--- src/rtl/mon_pkg.sv ---
package mon_pkg;

  typedef enum logic [1:0] {TX_IDLE, TX_WAIT, TX_EOM} txState_e;

  typedef struct packed {
    logic rxIrqEn;
    logic mrCtl;
    logic txIrqEn;
    logic mxCtl;
  } monCfg_t;

  typedef struct packed {
    logic loadTx;
    logic doneTx;
    logic evAck;
    logic evAbort;
    logic captureRx;
    logic evRx;
    logic evEnd;
  } monStrobe_t;

  localparam int REG_CTRL = 0;
  localparam int REG_TXD  = 1;
  localparam int REG_RXD  = 2;
  localparam int REG_STAT = 3;

endpackage

--- src/rtl/mon_link_ctrl.sv ---
module mon_link_ctrl
  import mon_pkg::*;
#(
  parameter int ABORT_FRAMES = 2,
  parameter int EOM_FRAMES   = 2
) (
  input  logic       clk,
  input  logic       rstN,
  input  logic       frameTick,
  input  logic       mxIn,
  input  logic       mrIn,
  input  monCfg_t    cfg,
  input  logic       txActive,
  input  logic       txFull,
  output monStrobe_t strb,
  output logic       mxLine,
  output logic       mrLine
);

  localparam int CNT_MAX = (ABORT_FRAMES > EOM_FRAMES) ? ABORT_FRAMES : EOM_FRAMES;
  localparam int CNT_W   = $clog2(CNT_MAX + 1);
  localparam logic [CNT_W-1:0] ABORT_LIM = CNT_W'(ABORT_FRAMES);
  localparam logic [CNT_W-1:0] EOM_LIM   = CNT_W'(EOM_FRAMES);

  txState_e         txState, txStateN;
  logic [CNT_W-1:0] txCnt, txCntN, rxCnt, rxCntN;
  logic [CNT_W-1:0] txInc, rxInc;
  logic             mxReg, mxRegN, mrReg, mrRegN;
  logic             prevMx, prevMr, inPkt, inPktN;
  logic             mrFall, mxFall;

  assign txInc  = txCnt + 1'b1;
  assign rxInc  = rxCnt + 1'b1;
  assign mrFall = prevMr & ~mrIn;
  assign mxFall = prevMx & ~mxIn;

  // transmit handshake
  always_comb begin
    strb     = '0;
    txStateN = txState;
    txCntN   = txCnt;
    mxRegN   = mxReg;
    mrRegN   = mrReg;
    rxCntN   = rxCnt;
    inPktN   = inPkt;
    if (frameTick) begin
      unique case (txState)
        TX_IDLE: if (txActive) begin
          strb.loadTx = 1'b1; mxRegN = 1'b0; txStateN = TX_WAIT; txCntN = '0;
        end
        TX_WAIT: if (mrFall) begin
          strb.evAck = 1'b1; mxRegN = 1'b1; txStateN = TX_EOM; txCntN = '0;
        end else if (mrIn) begin
          if (txInc == ABORT_LIM) begin
            strb.evAbort = 1'b1; mxRegN = 1'b1; txStateN = TX_IDLE; txCntN = '0;
          end else txCntN = txInc;
        end else txCntN = '0;
        default: if (txFull) begin
          strb.loadTx = 1'b1; mxRegN = 1'b0; txStateN = TX_WAIT; txCntN = '0;
        end else if (txInc == EOM_LIM) begin
          strb.doneTx = 1'b1; txStateN = TX_IDLE; txCntN = '0;
        end else txCntN = txInc;
      endcase
      // receive handshake
      if (mxFall) begin
        strb.captureRx = 1'b1;
        strb.evRx      = cfg.mrCtl | ~inPkt;
        mrRegN         = 1'b0;
        inPktN         = 1'b1;
        rxCntN         = '0;
      end else begin
        mrRegN = 1'b1;
        if (mxIn && inPkt) begin
          if (rxInc == EOM_LIM) begin
            strb.evEnd = 1'b1; inPktN = 1'b0; rxCntN = '0;
          end else rxCntN = rxInc;
        end else rxCntN = '0;
      end
    end
  end

  always_ff @(posedge clk or negedge rstN) begin
    if (!rstN) begin
      txState <= TX_IDLE;
      txCnt   <= '0;
      rxCnt   <= '0;
      mxReg   <= 1'b1;
      mrReg   <= 1'b1;
      prevMx  <= 1'b1;
      prevMr  <= 1'b1;
      inPkt   <= 1'b0;
    end else begin
      txState <= txStateN;
      txCnt   <= txCntN;
      rxCnt   <= rxCntN;
      mxReg   <= mxRegN;
      mrReg   <= mrRegN;
      inPkt   <= inPktN;
      if (frameTick) begin
        prevMx <= mxIn;
        prevMr <= mrIn;
      end
    end
  end

  assign mxLine = cfg.mxCtl ? mxReg : 1'b1;
  assign mrLine = cfg.mrCtl ? mrReg : 1'b1;

  assert_frame_hold_R2: assert property (@(posedge clk) disable iff (!rstN)
    !frameTick |=> ($stable(mxReg) && $stable(mrReg)));

  assert_mr_one_frame_R6: assert property (@(posedge clk) disable iff (!rstN)
    (frameTick && !mrReg) |=> mrReg);

endmodule

--- src/rtl/mon_link_regs.sv ---
module mon_link_regs
  import mon_pkg::*;
#(
  parameter int DATA_W = 8,
  parameter int ADDR_W = 2
) (
  input  logic              clk,
  input  logic              rstN,
  input  logic [ADDR_W-1:0] busAddr,
  input  logic              busWr,
  input  logic              busRd,
  input  logic [DATA_W-1:0] busWdata,
  input  logic [DATA_W-1:0] rxByteIn,
  input  monStrobe_t        strb,
  output monCfg_t           cfg,
  output logic              txActive,
  output logic              txFull,
  output logic [DATA_W-1:0] txByteOut,
  output logic [DATA_W-1:0] busRdata,
  output logic              irq
);

  localparam int EVT_W = 4;
  localparam int CFG_W = $bits(monCfg_t);

  logic [DATA_W-1:0] txData, rxData;
  logic [EVT_W-1:0]  evt, evtNext;
  logic selCtrl, selTx, selRx, selStat, setActive;

  assign selCtrl   = (busAddr == ADDR_W'(REG_CTRL));
  assign selTx     = (busAddr == ADDR_W'(REG_TXD));
  assign selRx     = (busAddr == ADDR_W'(REG_RXD));
  assign selStat   = (busAddr == ADDR_W'(REG_STAT));
  assign setActive = busWr & selStat & busWdata[DATA_W-1];

  always_comb begin
    evtNext = (busRd && selStat) ? '0 : evt;
    evtNext[0] = evtNext[0] | (strb.evRx    & cfg.rxIrqEn);
    evtNext[1] = evtNext[1] | (strb.evEnd   & cfg.rxIrqEn);
    evtNext[2] = evtNext[2] | (strb.evAck   & cfg.txIrqEn);
    evtNext[3] = evtNext[3] | (strb.evAbort & cfg.txIrqEn);
  end

  always_ff @(posedge clk or negedge rstN) begin
    if (!rstN) begin
      cfg       <= '0;
      txData    <= '0;
      rxData    <= '0;
      txByteOut <= '0;
      txFull    <= 1'b0;
      txActive  <= 1'b0;
      evt       <= '0;
    end else begin
      evt <= evtNext;
      if (strb.loadTx) begin
        txByteOut <= txData;
        txFull    <= 1'b0;
      end
      if (strb.captureRx) rxData <= rxByteIn;
      if (strb.evAbort || strb.doneTx) txActive <= 1'b0;
      if (busWr && selCtrl) cfg <= monCfg_t'(busWdata[CFG_W-1:0]);
      if (busWr && selTx) begin
        txData <= busWdata;
        txFull <= 1'b1;
      end
      if (setActive) txActive <= 1'b1;
    end
  end

  always_comb begin
    busRdata = '0;
    if (selCtrl)      busRdata = {{(DATA_W-CFG_W){1'b0}}, cfg};
    else if (selTx)   busRdata = txData;
    else if (selRx)   busRdata = rxData;
    else if (selStat) busRdata = {txActive, {(DATA_W-EVT_W-1){1'b0}}, evt};
  end

  assign irq = |evt;

  assert_rx_mask_R9: assert property (@(posedge clk) disable iff (!rstN)
    $rose(evt[0]) |-> $past(cfg.rxIrqEn));

  assert_tx_mask_R9: assert property (@(posedge clk) disable iff (!rstN)
    $rose(evt[2]) |-> $past(cfg.txIrqEn));

  assert_abort_clears_R4: assert property (@(posedge clk) disable iff (!rstN)
    (strb.evAbort && !setActive) |=> !txActive);

  assert_ack_while_active_R3: assert property (@(posedge clk) disable iff (!rstN)
    strb.evAck |-> txActive);

endmodule

--- src/rtl/mon_link.sv ---
module mon_link
  import mon_pkg::*;
#(
  parameter int DATA_W       = 8,
  parameter int ADDR_W       = 2,
  parameter int ABORT_FRAMES = 2,
  parameter int EOM_FRAMES   = 2
) (
  input  logic              clk,
  input  logic              rstN,
  input  logic              frameTick,
  input  logic              mxIn,
  input  logic              mrIn,
  input  logic [DATA_W-1:0] rxByteIn,
  output logic              mxOut,
  output logic              mrOut,
  output logic [DATA_W-1:0] txByteOut,
  input  logic [ADDR_W-1:0] busAddr,
  input  logic              busWr,
  input  logic              busRd,
  input  logic [DATA_W-1:0] busWdata,
  output logic [DATA_W-1:0] busRdata,
  output logic              irq
);

  monCfg_t    cfg;
  monStrobe_t strb;
  logic       txActive, txFull;

  mon_link_ctrl #(
    .ABORT_FRAMES(ABORT_FRAMES),
    .EOM_FRAMES  (EOM_FRAMES)
  ) u_ctrl (
    .clk(clk), .rstN(rstN), .frameTick(frameTick),
    .mxIn(mxIn), .mrIn(mrIn), .cfg(cfg),
    .txActive(txActive), .txFull(txFull),
    .strb(strb), .mxLine(mxOut), .mrLine(mrOut)
  );

  mon_link_regs #(
    .DATA_W(DATA_W),
    .ADDR_W(ADDR_W)
  ) u_regs (
    .clk(clk), .rstN(rstN),
    .busAddr(busAddr), .busWr(busWr), .busRd(busRd), .busWdata(busWdata),
    .rxByteIn(rxByteIn), .strb(strb), .cfg(cfg),
    .txActive(txActive), .txFull(txFull), .txByteOut(txByteOut),
    .busRdata(busRdata), .irq(irq)
  );

endmodule

--- config.mk ---
export PLATFORM = sky130hd
export DESIGN_NAME = mon_link
export DESIGN_NICKNAME = d
export VERILOG_FILES = /design/src/rtl/mon_pkg.sv /design/src/rtl/mon_link_ctrl.sv /design/src/rtl/mon_link_regs.sv /design/src/rtl/mon_link.sv
export SDC_FILE = /design/constraint.sdc
export NUM_CORES = 1
export LEC_CHECK = 0
export ABC_AREA = 1
export BUFFER_PORTS_ARGS = -buffer_cell sky130_fd_sc_hd__buf_2
export CORE_UTILIZATION = 54
export DETAILED_ROUTE_END_ITERATION = 8
export HOLD_SLACK_MARGIN = 0.05
export PLACE_DENSITY = 0.79
export SYNTH_ARGS = -nofsm -noshare
export SYNTH_HDL_FRONTEND = slang
export SYNTH_SLANG_ARGS = --single-unit
--- constraint.sdc ---
create_clock -name clk -period 1.5 [get_ports clk]
set_clock_uncertainty 0.15 [all_clocks]
set_input_delay 0.225 -clock clk [delete_from_list [all_inputs] [get_ports clk]]
set_output_delay 0.225 -clock clk [all_outputs]
set_load 0.1 [all_outputs]
==> run summary <==
run status = finished, violations left
failing checks = negative setup slack
Hold Violations, Final = 0
Buffers & Inverters on Critical Path = 1
layout cells sized above 1 = 0.3964
worst path arrival time = 1170 ps
max cap viols = 0
CP peak stage delay = 430 ps
Worst EP required = 1120 ps
worst skew pair latency = 300 ps
Root Driver = clkbuf_8
delay-heaviest family, CP = flip-flops
Final Cycle Share = 1.027
Post-Syn Area per Cell = 8.426 um2
FF+latch count, synth = 45
Hold Crit Start = rxByteIn[1]
Max Buffers Root-to-Sink = 2
number of global-route vias before repair = 2093
GP Congestion = 0.8273
worst r2r dst = u_regs.txByteOut[2]
Mapped Area = 0.002123 mm2
type of origin of the critical path = register
CP max FO = 2
RSZ-0062 raised after global routing = true
met1 Track Usage GR = 0.3484
normalized max-slew margin = 0.6787
WHS Endpoint = u_regs.rxData[1]
Hold WC Path Type = input pin to register
routed vias/inst = 5.443
Pwr Total = 5.668 mW
post-synthesis net count = 277
die height = 64.71 um
initial antenna violation count = 0
Final min period = 1541 ps
commonest non-fill, non-tap cell in the layout = nand2_1
Total GRT Usage = 0.3172
Starting Density = 0.5714
DR pass1 iterations = 5
grt met2 use = 0.5547
final wirelength = 6184 um
CTS buffer count = 5
worst vdd ir = 0.001533 V
largest net degree at the start of global routing = 18
Mapped Cells = 252
slowest cell on the critical path = dfrtp_1
clk slew on worst S/H paths = 90 ps
drt drc = 0
yosys warns = 0
post-route ant nets = 0
Max Clk Rate = 648.9 MHz
largest family of logic cells by synthesized area = simple AND/OR/NAND/NOR gates
Num Clock Sinks = 45
Setup CP Type = register to primary output
post-synthesis compound-gate area fraction = 0.1296
total grt overflow = 0
Pleak = 1.601 nW
GR Layer Usage met3 = 0.08275
core area = 0.003716 mm2
fin util = 0.8636
most frequent cells in the layout = nand2_1 (62), dfrtp_1 (41), buf_2 (27)
Most Crowded Layer GR = met2
Rows = 22
Starting DRT DRC Count = 226
Setup WS post-layout = -41.12 ps
final setup fails = 7
sequential share of the synthesized area = 0.5327
Die X = 64.71 um
FF-to-FF setup slack = 40 ps
area grow syn2layout = 51.15%
Layout Nets = 362
vias post-DR = 2101
Final Slew Violations = 0
simple-gate share of the synthesized area = 0.2487
first-pass GRT wire length = 9625 um
antenna cells = 0
multiplexer area fraction after synthesis = 0
CP Depth = 3
Worst Tran Pin Value = 485.3 ps
post-synthesis xor/xnor area fraction = 0
fill count = 189
per-cell routed wire length = 16.02 um
Power Dens Cells = 1766 mW/mm2
WHS Path Cells = 3
adder-cell area share of the yosys netlist = 0
CP Capture Type = primary output
RR Startpoint = u_regs.txActive
H-tree depth = 2
IO Pins = 44
CTS tree = done
worst r2r path cells = 5
crit-path cells = nand2_2 > o2111ai_4 > buf_12
DIE AREA = 0.004187 mm2
input/output buffers = 43
Unique masters post-synth = 24
Post-DP HPWL = 3656 um
worst reg2reg max path, stage by stage, from the launching register on:
cell and delay (ps):
dfrtp_1 370, inv_2 60, buf_4 130, o21ai_2 150, nand3_4 190, o21ai_0 290
cell type report:
class                      instances  area, um2  share of cell area
tap                               48      60.06             0.01871
sequential                        45       1131              0.3524
clock inverter                     2      37.54             0.01170
timing repair buffer              83      750.7              0.2339
clock buffer                       6      82.58             0.02573
multi-input combinational        163      992.2              0.3092
inverter                          39      155.1             0.04834
flip-flops by register name, summed over array words and instances, names as in the netlist:
register / count
u_ctrl.inPkt: 1
u_ctrl.mrReg: 1
u_ctrl.mxReg: 1
u_ctrl.prevMr: 1
u_ctrl.prevMx: 1
u_ctrl.rxCnt: 2
u_ctrl.txCnt: 2
u_ctrl.txState: 2
u_regs.cfg: 4
u_regs.evt: 4
u_regs.rxData: 8
u_regs.txActive: 1
u_regs.txByteOut: 8
u_regs.txData: 8
u_regs.txFull: 1
logic make-up (layout without fill, tap and decap cells):
logic type	after synthesis	in the layout
AND/OR/NAND/NOR	120	120
flip-flops	45	45
buffers and inverters	44	130
AO/OA/AOI/OAI	43	43
cell usage after synthesis (all sizes together):
cell type,instances,share of area
nand4,4,0.012
dfstp,4,0.049
a21oi,9,0.028
o22ai,4,0.012
nand3,24,0.062
o21ai,24,0.065
nor2,17,0.037
buf,5,0.020
dfrtp,41,0.48
o221ai,1,0.0041
a22oi,1,0.0035
nand2,75,0.14
o2111ai,4,0.016
inv,39,0.069
timing repair:
item	CTS	global route
endpoints found under the hold margin	59	0
pin swaps	9	11
hold buffers	17	0
setup endpoints to repair	6	17
buffers inserted	12	1
resized for setup	15	23
report_power, final:
group / internal, mW / total, mW / switching (mW) / leakage, nW
registers: 1.55 / 1.77 / 0.229 / 0.546
clock network: 0.542 / 0.963 / 0.421 / 0.0574
logic: 0.854 / 2.93 / 2.08 / 0.997
worst max-delay path by stage:
stage	to	startpoint
finish	busRdata[1]	u_regs.cfg[1]
detailed placement	busRdata[0]	busAddr[1]
CTS	busRdata[2]	u_regs.evt[2]
floorplan	irq	u_regs.evt[2]
global route	busRdata[7]	u_regs.txActive
global placement	busRdata[0]	busAddr[1]
routing by layer:
layer,part of all wire,wire [um],vias to the layer above
li1,-,-,980
met1,0.38,2331,979
met2,0.50,3111,109
met3,0.062,382,33
met4,0.058,358,0
met5,0,0,-
stage by stage:
step | area [um2] | setup TNS, ps | hold WS (ps) | setup slack (ps) | cells
final | 3209 | -176.0 | 65.11 | -41.12 | 386
after global routing | 3209 | -565.8 | 60.72 | -77.36 | 386
after CTS | 3152 | -128.3 | 58.93 | -27.74 | 385
after detailed placement | 2730 | -220.7 | -34.35 | -65.52 | 348
after global placement | 2730 | -175.6 | -39.62 | -51.84 | 348
after floorplan | 2257 | -488.7 | -220.6 | -215.7 | 252
Note: power is estimated with default switching activity, not from simulation.
